==> config.mk <==
export PLATFORM = sky130hd
export DESIGN_NAME = stby_power_ctrl
export DESIGN_NICKNAME = d
export VERILOG_FILES = /design/src/rtl/stby_pkg.sv /design/src/rtl/stby_cfg_reg.sv /design/src/rtl/stby_stab_timer.sv /design/src/rtl/stby_mode_fsm.sv /design/src/rtl/stby_power_ctrl.sv
export SDC_FILE = /design/constraint.sdc
export NUM_CORES = 1
export LEC_CHECK = 0
export ABC_CLOCK_PERIOD_IN_PS = 3800
export BUFFER_PORTS_ARGS = -buffer_cell sky130_fd_sc_hd__buf_4
export CORE_ASPECT_RATIO = 1.4
export CORE_UTILIZATION = 60
export DETAILED_ROUTE_END_ITERATION = 10
export PLACE_DENSITY = 0.84
export RECOVER_POWER = 25
export SETUP_SLACK_MARGIN = 0.2
export SKIP_CTS_REPAIR_TIMING = 1
export SLEW_MARGIN = 20
export SYNTH_ARGS = -nofsm -noshare
export SYNTH_HDL_FRONTEND = slang
export SYNTH_HIERARCHICAL = 1
export SYNTH_SLANG_ARGS = --single-unit
==> constraint.sdc <==
create_clock -name clk -period 3.8 [get_ports clk]
set_clock_uncertainty 0.15 [all_clocks]
set_input_delay 0.38 -clock clk [delete_from_list [all_inputs] [get_ports clk]]
set_output_delay 0.38 -clock clk [all_outputs]
set_load 0.005 [all_outputs]
==> src/rtl/stby_pkg.sv <==
package stby_pkg;

    localparam int REG_W = 8;
    localparam int MODE_W = 2;
    localparam int OST_W = 2;
    localparam logic [REG_W-1:0] CFG_RESET = 8'h08;
    localparam logic [OST_W-1:0] OST_NOWAIT = 2'b11;

    typedef enum logic [MODE_W-1:0] {
        MODE_RUN  = 2'd0,
        MODE_HALT = 2'd1,
        MODE_STOP = 2'd2,
        MODE_WAIT = 2'd3
    } stby_mode_e;

    typedef struct packed {
        logic [OST_W-1:0] ost;
        logic             osc_off;
        logic             flt;
        logic             hlt;
        logic             stp;
    } stby_cfg_t;

    localparam int CFG_W = $bits(stby_cfg_t);

    function automatic logic cfg_reserved(input logic osc_off, input logic [OST_W-1:0] ost);
        return osc_off && (ost == OST_NOWAIT);
    endfunction

endpackage

==> src/rtl/stby_cfg_reg.sv <==
module stby_cfg_reg
    import stby_pkg::*;
(
    input  logic             clk,
    input  logic             rst_n,
    input  logic             soft_rst,
    input  logic             wr_en,
    input  logic [REG_W-1:0] wr_data,
    input  logic             arm,
    input  logic             clr_stp,
    input  logic             clr_hlt,
    output stby_cfg_t        cfg,
    output logic             armed,
    output logic             stop_take,
    output logic             halt_take
);

    typedef struct packed {
        stby_cfg_t cfg;
        logic      armed;
    } reg_st_t;

    reg_st_t st_d, st_q;
    stby_cfg_t wr_cfg;

    assign wr_cfg = stby_cfg_t'(wr_data[CFG_W-1:0]);

    always_comb begin
        stop_take = wr_en && wr_cfg.stp && st_q.armed
                    && !cfg_reserved(wr_cfg.osc_off, wr_cfg.ost);
        halt_take = wr_en && wr_cfg.hlt && !stop_take;

        st_d = st_q;
        if (soft_rst) begin
            st_d.cfg   = stby_cfg_t'(CFG_RESET[CFG_W-1:0]);
            st_d.armed = 1'b0;
        end else begin
            if (wr_en) begin
                st_d.cfg.ost     = wr_cfg.ost;
                st_d.cfg.osc_off = wr_cfg.osc_off;
                st_d.cfg.flt     = wr_cfg.flt;
                st_d.cfg.stp     = stop_take;
                st_d.cfg.hlt     = halt_take;
            end
            if (clr_stp) st_d.cfg.stp = 1'b0;
            if (clr_hlt) st_d.cfg.hlt = 1'b0;
            if (arm)
                st_d.armed = 1'b1;
            else if (wr_en)
                st_d.armed = 1'b0;
        end
    end

    always_ff @(posedge clk or negedge rst_n) begin
        if (!rst_n) begin
            st_q.cfg   <= stby_cfg_t'(CFG_RESET[CFG_W-1:0]);
            st_q.armed <= 1'b0;
        end else begin
            st_q <= st_d;
        end
    end

    assign cfg   = st_q.cfg;
    assign armed = st_q.armed;

endmodule

==> src/rtl/stby_stab_timer.sv <==
module stby_stab_timer
    import stby_pkg::*;
#(
    parameter int SH0 = 8,
    parameter int SH1 = 12,
    parameter int SH2 = 16
) (
    input  logic             clk,
    input  logic             rst_n,
    input  logic             clear,
    input  logic             start,
    input  logic [OST_W-1:0] code,
    output logic             zero_len,
    output logic             done
);

    localparam int CNT_W = SH2 + 1;
    localparam int NCODES = 3;
    localparam int SHIFT_TAB [NCODES] = '{SH0, SH1, SH2};

    logic [CNT_W-1:0] len_tab [NCODES];

    for (genvar g = 0; g < NCODES; g++) begin : g_len
        assign len_tab[g] = CNT_W'(1) << SHIFT_TAB[g];
    end

    typedef struct packed {
        logic             busy;
        logic [CNT_W-1:0] cnt;
    } tmr_st_t;

    tmr_st_t st_d, st_q;
    logic [CNT_W-1:0] load_len;

    always_comb begin
        zero_len = (code == OST_NOWAIT);
        load_len = zero_len ? '0 : len_tab[code];

        st_d = st_q;
        if (clear) begin
            st_d.busy = 1'b0;
            st_d.cnt  = '0;
        end else if (start && !zero_len) begin
            st_d.busy = 1'b1;
            st_d.cnt  = load_len - CNT_W'(1);
        end else if (st_q.busy) begin
            if (st_q.cnt == '0)
                st_d.busy = 1'b0;
            else
                st_d.cnt = st_q.cnt - CNT_W'(1);
        end
        done = st_q.busy && (st_q.cnt == '0);
    end

    always_ff @(posedge clk or negedge rst_n) begin
        if (!rst_n) begin
            st_q.busy <= 1'b0;
            st_q.cnt  <= '0;
        end else begin
            st_q <= st_d;
        end
    end

endmodule

==> src/rtl/stby_mode_fsm.sv <==
module stby_mode_fsm
    import stby_pkg::*;
(
    input  logic       clk,
    input  logic       rst_n,
    input  logic       rst_pin,
    input  logic       rst_brk,
    input  logic       rst_wdt,
    input  logic       rst_trap,
    input  logic       irq,
    input  logic       stop_take,
    input  logic       halt_take,
    input  logic       stab_zero,
    input  logic       stab_done,
    output stby_mode_e mode,
    output logic       soft_rst,
    output logic       wake_stop,
    output logic       wake_halt,
    output logic       in_run
);

    typedef struct packed {
        stby_mode_e mode;
    } fsm_st_t;

    fsm_st_t st_d, st_q;

    always_comb begin
        unique case (st_q.mode)
            MODE_RUN:  soft_rst = rst_pin || rst_brk || rst_wdt || rst_trap;
            MODE_HALT: soft_rst = rst_pin || rst_wdt;
            default:   soft_rst = rst_pin;
        endcase

        in_run    = (st_q.mode == MODE_RUN);
        wake_stop = (st_q.mode == MODE_STOP) && irq && !soft_rst;
        wake_halt = (st_q.mode == MODE_HALT) && irq && !soft_rst;

        st_d = st_q;
        if (soft_rst) begin
            st_d.mode = MODE_RUN;
        end else begin
            unique case (st_q.mode)
                MODE_RUN: begin
                    if (stop_take)
                        st_d.mode = MODE_STOP;
                    else if (halt_take)
                        st_d.mode = MODE_HALT;
                end
                MODE_HALT: begin
                    if (wake_halt) st_d.mode = MODE_RUN;
                end
                MODE_STOP: begin
                    if (wake_stop) st_d.mode = stab_zero ? MODE_RUN : MODE_WAIT;
                end
                MODE_WAIT: begin
                    if (stab_done) st_d.mode = MODE_RUN;
                end
                default: st_d.mode = MODE_RUN;
            endcase
        end
    end

    always_ff @(posedge clk or negedge rst_n) begin
        if (!rst_n)
            st_q.mode <= MODE_RUN;
        else
            st_q <= st_d;
    end

    assign mode = st_q.mode;

endmodule

==> src/rtl/stby_power_ctrl.sv <==
module stby_power_ctrl
    import stby_pkg::*;
#(
    parameter int SH0 = 8,
    parameter int SH1 = 12,
    parameter int SH2 = 16
) (
    input  logic              clk,
    input  logic              rst_n,
    input  logic              rst_pin,
    input  logic              rst_brk,
    input  logic              rst_wdt,
    input  logic              rst_trap,
    input  logic              reg_wr_en,
    input  logic [REG_W-1:0]  reg_wr_data,
    input  logic              stop_arm,
    input  logic              irq,
    output logic [REG_W-1:0]  rd_data,
    output logic [MODE_W-1:0] mode,
    output logic              cpu_clk_en,
    output logic              osc_en,
    output logic              pad_float
);

    stby_mode_e cur_mode;
    stby_cfg_t  cfg;
    logic soft_rst, wake_stop, wake_halt, in_run;
    logic stop_take, halt_take, stop_armed;
    logic stab_zero, stab_done;
    logic wr_gated, arm_gated;

    assign wr_gated  = reg_wr_en && in_run;
    assign arm_gated = stop_arm && in_run;

    stby_cfg_reg u_cfg (
        .clk       (clk),
        .rst_n     (rst_n),
        .soft_rst  (soft_rst),
        .wr_en     (wr_gated),
        .wr_data   (reg_wr_data),
        .arm       (arm_gated),
        .clr_stp   (wake_stop),
        .clr_hlt   (wake_halt),
        .cfg       (cfg),
        .armed     (stop_armed),
        .stop_take (stop_take),
        .halt_take (halt_take)
    );

    stby_stab_timer #(
        .SH0 (SH0),
        .SH1 (SH1),
        .SH2 (SH2)
    ) u_tmr (
        .clk      (clk),
        .rst_n    (rst_n),
        .clear    (soft_rst),
        .start    (wake_stop),
        .code     (cfg.ost),
        .zero_len (stab_zero),
        .done     (stab_done)
    );

    stby_mode_fsm u_fsm (
        .clk       (clk),
        .rst_n     (rst_n),
        .rst_pin   (rst_pin),
        .rst_brk   (rst_brk),
        .rst_wdt   (rst_wdt),
        .rst_trap  (rst_trap),
        .irq       (irq),
        .stop_take (stop_take),
        .halt_take (halt_take),
        .stab_zero (stab_zero),
        .stab_done (stab_done),
        .mode      (cur_mode),
        .soft_rst  (soft_rst),
        .wake_stop (wake_stop),
        .wake_halt (wake_halt),
        .in_run    (in_run)
    );

    assign rd_data    = {{(REG_W-CFG_W){1'b0}}, cfg};
    assign mode       = cur_mode;
    assign cpu_clk_en = in_run;
    assign osc_en     = !((cur_mode == MODE_STOP) && cfg.osc_off);
    assign pad_float  = (cur_mode == MODE_STOP) && cfg.flt;

endmodule

==> metrics <==
status=finished, final reports clean; LEAKAGE=0.8675 nW; Worst R2R Setup Slack=1.26 ns; IO Count=30; GP Congestion=0.8980; TNS Setup=0 ns; total CTS buffers=3; Tightest Pin Transition=about 1.4 ns; GR Util All Layers=28.85%; worst endpoint required time=roughly 3.8 ns; placed insts=237; Total Wirelength=between 4000 and 5000 um; largest area contributor in the netlist=dfrtp_1; Synth Flop Type=dfrtp_1; antenna violations before repair=0; clock tree sinks=27; vias=1531; top cells by area, synth=dfrtp_1 (36%), nor4_4 (3.6%), nand2_1 (3.1%); Ant. Diodes=0; PortBufs=25; drt drc=0; CP Max Fanout=17; layout cells sized above 1=26.83%; Die X=48.22 um; Post-Layout Cell Count=about 240; total power draw=between 0.4 and 0.5 mW; Final HPWL DP=around 2900 um; Root Buffer=clkbuf_8; cell internal pwr=roughly 0.38 mW; Remaining Overflow, GRT=0; Pre-antenna DRT Iters=4; first-pass GRT wire length=6603 um; Via density=6.326; post-synth top area share=36.26%; routed len/inst=16.95 um; Initial Util=62.98%; CTS tree=done; Post-Layout Inst Area=2014 um^2; clock network power share=roughly 34%; Clock transition at path regs=0.09 ns; total net switching power=0.1119 mW; sequential power share=58.7%; maximum clock rate=393.3 MHz; Post-synth EDFFs=0; Final min period=roughly 2.5 ns; core area=between 2000 and 3000 um^2; final net count=225; Critical Path Max Stage Delay=0.58 ns; synth cell count leaders=dfrtp_1 (26), nand2_1 (15), nor2_1 (12); Final Setup Violations=0; Peak VDD IR=174.3 uV; period utilisation layout=66.90%; Filler cells=224; Rows=23; Longest Clk Path Bufs=2; number of global-route vias before repair=about 1500; sequential area share after synthesis=37.73%; Crit. End Element=flip-flop; switch share=22.69%; final slew viol count=0; Critical Path, Cell by Cell=inv_2 -> nor4b_1 -> nand2_1 -> a21oi_1 -> or3b_2 -> o22ai_1; count leader, synth=dfrtp_1; crit path max-delay cell type=nor4b_1; worst min path class=in -> reg; Arr. time, crit path=between 2 and 3 ns; Ys Warns=6; Initial DRC Count=a little under 70; Die Ht=66.70 um; Cells after Synth=184; Worst slew margin=roughly 4.5%; asr flop ratio synth=100.0%; Synth Area per Inst=roughly 9.8 um^2; die footprint=3216 um^2; placed inst area=1963 um^2; Detail Route Antenna Nets=0; Storage cell area=676.9 um^2; P&R area growth vs syn=12.27%; Worst-Skew Late Latency=~0.27 ns; largest net degree at the start of global routing=30; Cell Pwr Density=244.7 nW/um^2; Worst Setup Start Kind=flip-flop; Max Cap Viol=0; RSZ-0062 raised after global routing=no; post-synth cell types=67; Mapped Area=1794 um^2; flops & latches, synth=27; Final Hold Fails=0; CTS H-tree lvls=1; Crit Path Class=reg -> reg; Comb power frac=7.5%; multi-input logic area=1030 um^2
metrics by stage:
stage / worst slack [ns] / hold WS, ns / util, %
CTS: 1.290 / -0.1345 / 70.49
global route: 0.9841 / 0.2080 / 70.71
finish: 1.258 / 0.2052 / 70.71
global placement: 1.405 / 0.1581 / 68.91
floorplan: 1.710 / -0.06559 / -
detailed placement: 1.296 / 0.1661 / 68.91
power by group through the flow:
stage / combinational [mW] / sequential [mW] / clock, mW
6_report: 0.0370 / 0.290 / 0.166
4_1_cts: 0.0372 / 0.290 / 0.168
3_5_place_dp: 0.0373 / 0.295 / 0
3_3_place_gp: 0.0358 / 0.295 / 0
2_1_floorplan: 0.0187 / 0.295 / 0
5_1_grt: 0.0412 / 0.290 / 0.176
cells by family after synthesis:
group                    Yosys count  share of synthesized area [%]
buffers and inverters             16                          5.090
multiplexers                       4                          2.232
other                              1                         0.2090
adder cells (fa/ha/maj)            2                          1.394
AND/OR/NAND/NOR                   78                          28.24
AO/OA/AOI/OAI                     49                          21.69
flip-flops                        27                          37.73
XOR/XNOR                           7                          3.417
cell type report:
type / instances / area share (%)
multi-input combinational: 142 / 51.12
tap: 37 / 2.298
sequential: 27 / 33.60
clock buffer: 4 / 2.236
inverter: 6 / 1.118
timing repair buffer: 26 / 9.627
critical path, delay by kind of cell (launching register included):
| kind | cells | cell delay (ns) |
|---|---|---|
| buffers and inverters | 1 | 0.10 |
| AOI/OAI and AO/OA | 2 | 0.33 |
| DFF | 1 | 0.55 |
| and+or+nand+nor | 3 | 1.26 |
flip-flops by register name (all words and copies together) (netlist names):
register / count
u_cfg/armed: 1
u_cfg/cfg: 6
u_fsm/mode: 2
u_tmr/st_q: 18
layout by cell type, fill, tap and decap left out, types with 3 or more instances in the layout:
cell type,Yosys,routed
o2111ai_1,4,4
nor3_1,4,4
xnor2_1,4,4
xor2_1,3,3
nor4_4,3,3
a21oi_1,11,11
o211ai_1,4,4
and2_1,4,4
a31oi_1,5,5
nand3_1,7,7
buf_4,4,24
nor2_1,12,12
nand2_1,15,15
o21ai_0,3,3
clkbuf_8,0,3
mux2i_1,4,4
dfrtp_1,26,26
inv_1,4,4
nand2b_1,5,5
layer usage:
layer  vias up  GRT usage, %  wire [um]
met1       739         33.80       1637
met2        61         50.33       2212
met3         7         3.523        188
li1        724             -          -
met4         0         11.11         63
met5         -             0          0
final timing paths:
check / start / to / cells after the start
max in group asynchronous: rst_n / u_tmr/st_q[3]$_DFFE_PN0P_ / 2
max reg2reg: u_fsm/mode[1]$_DFFE_PN0P_ / u_tmr/st_q[14]$_DFFE_PN0P_ / 6
min reg2reg: u_tmr/st_q[16]$_DFFE_PN0P_ / u_tmr/st_q[16]$_DFFE_PN0P_ / 1
min in group asynchronous: rst_n / u_tmr/st_q[1]$_DFFE_PN0P_ / 2
min: reg_wr_data[2] / u_cfg/cfg[2]$_DFFE_PN0P_ / 3
max: u_fsm/mode[1]$_DFFE_PN0P_ / u_tmr/st_q[14]$_DFFE_PN0P_ / 6
(Power assumes the default switching activity.)
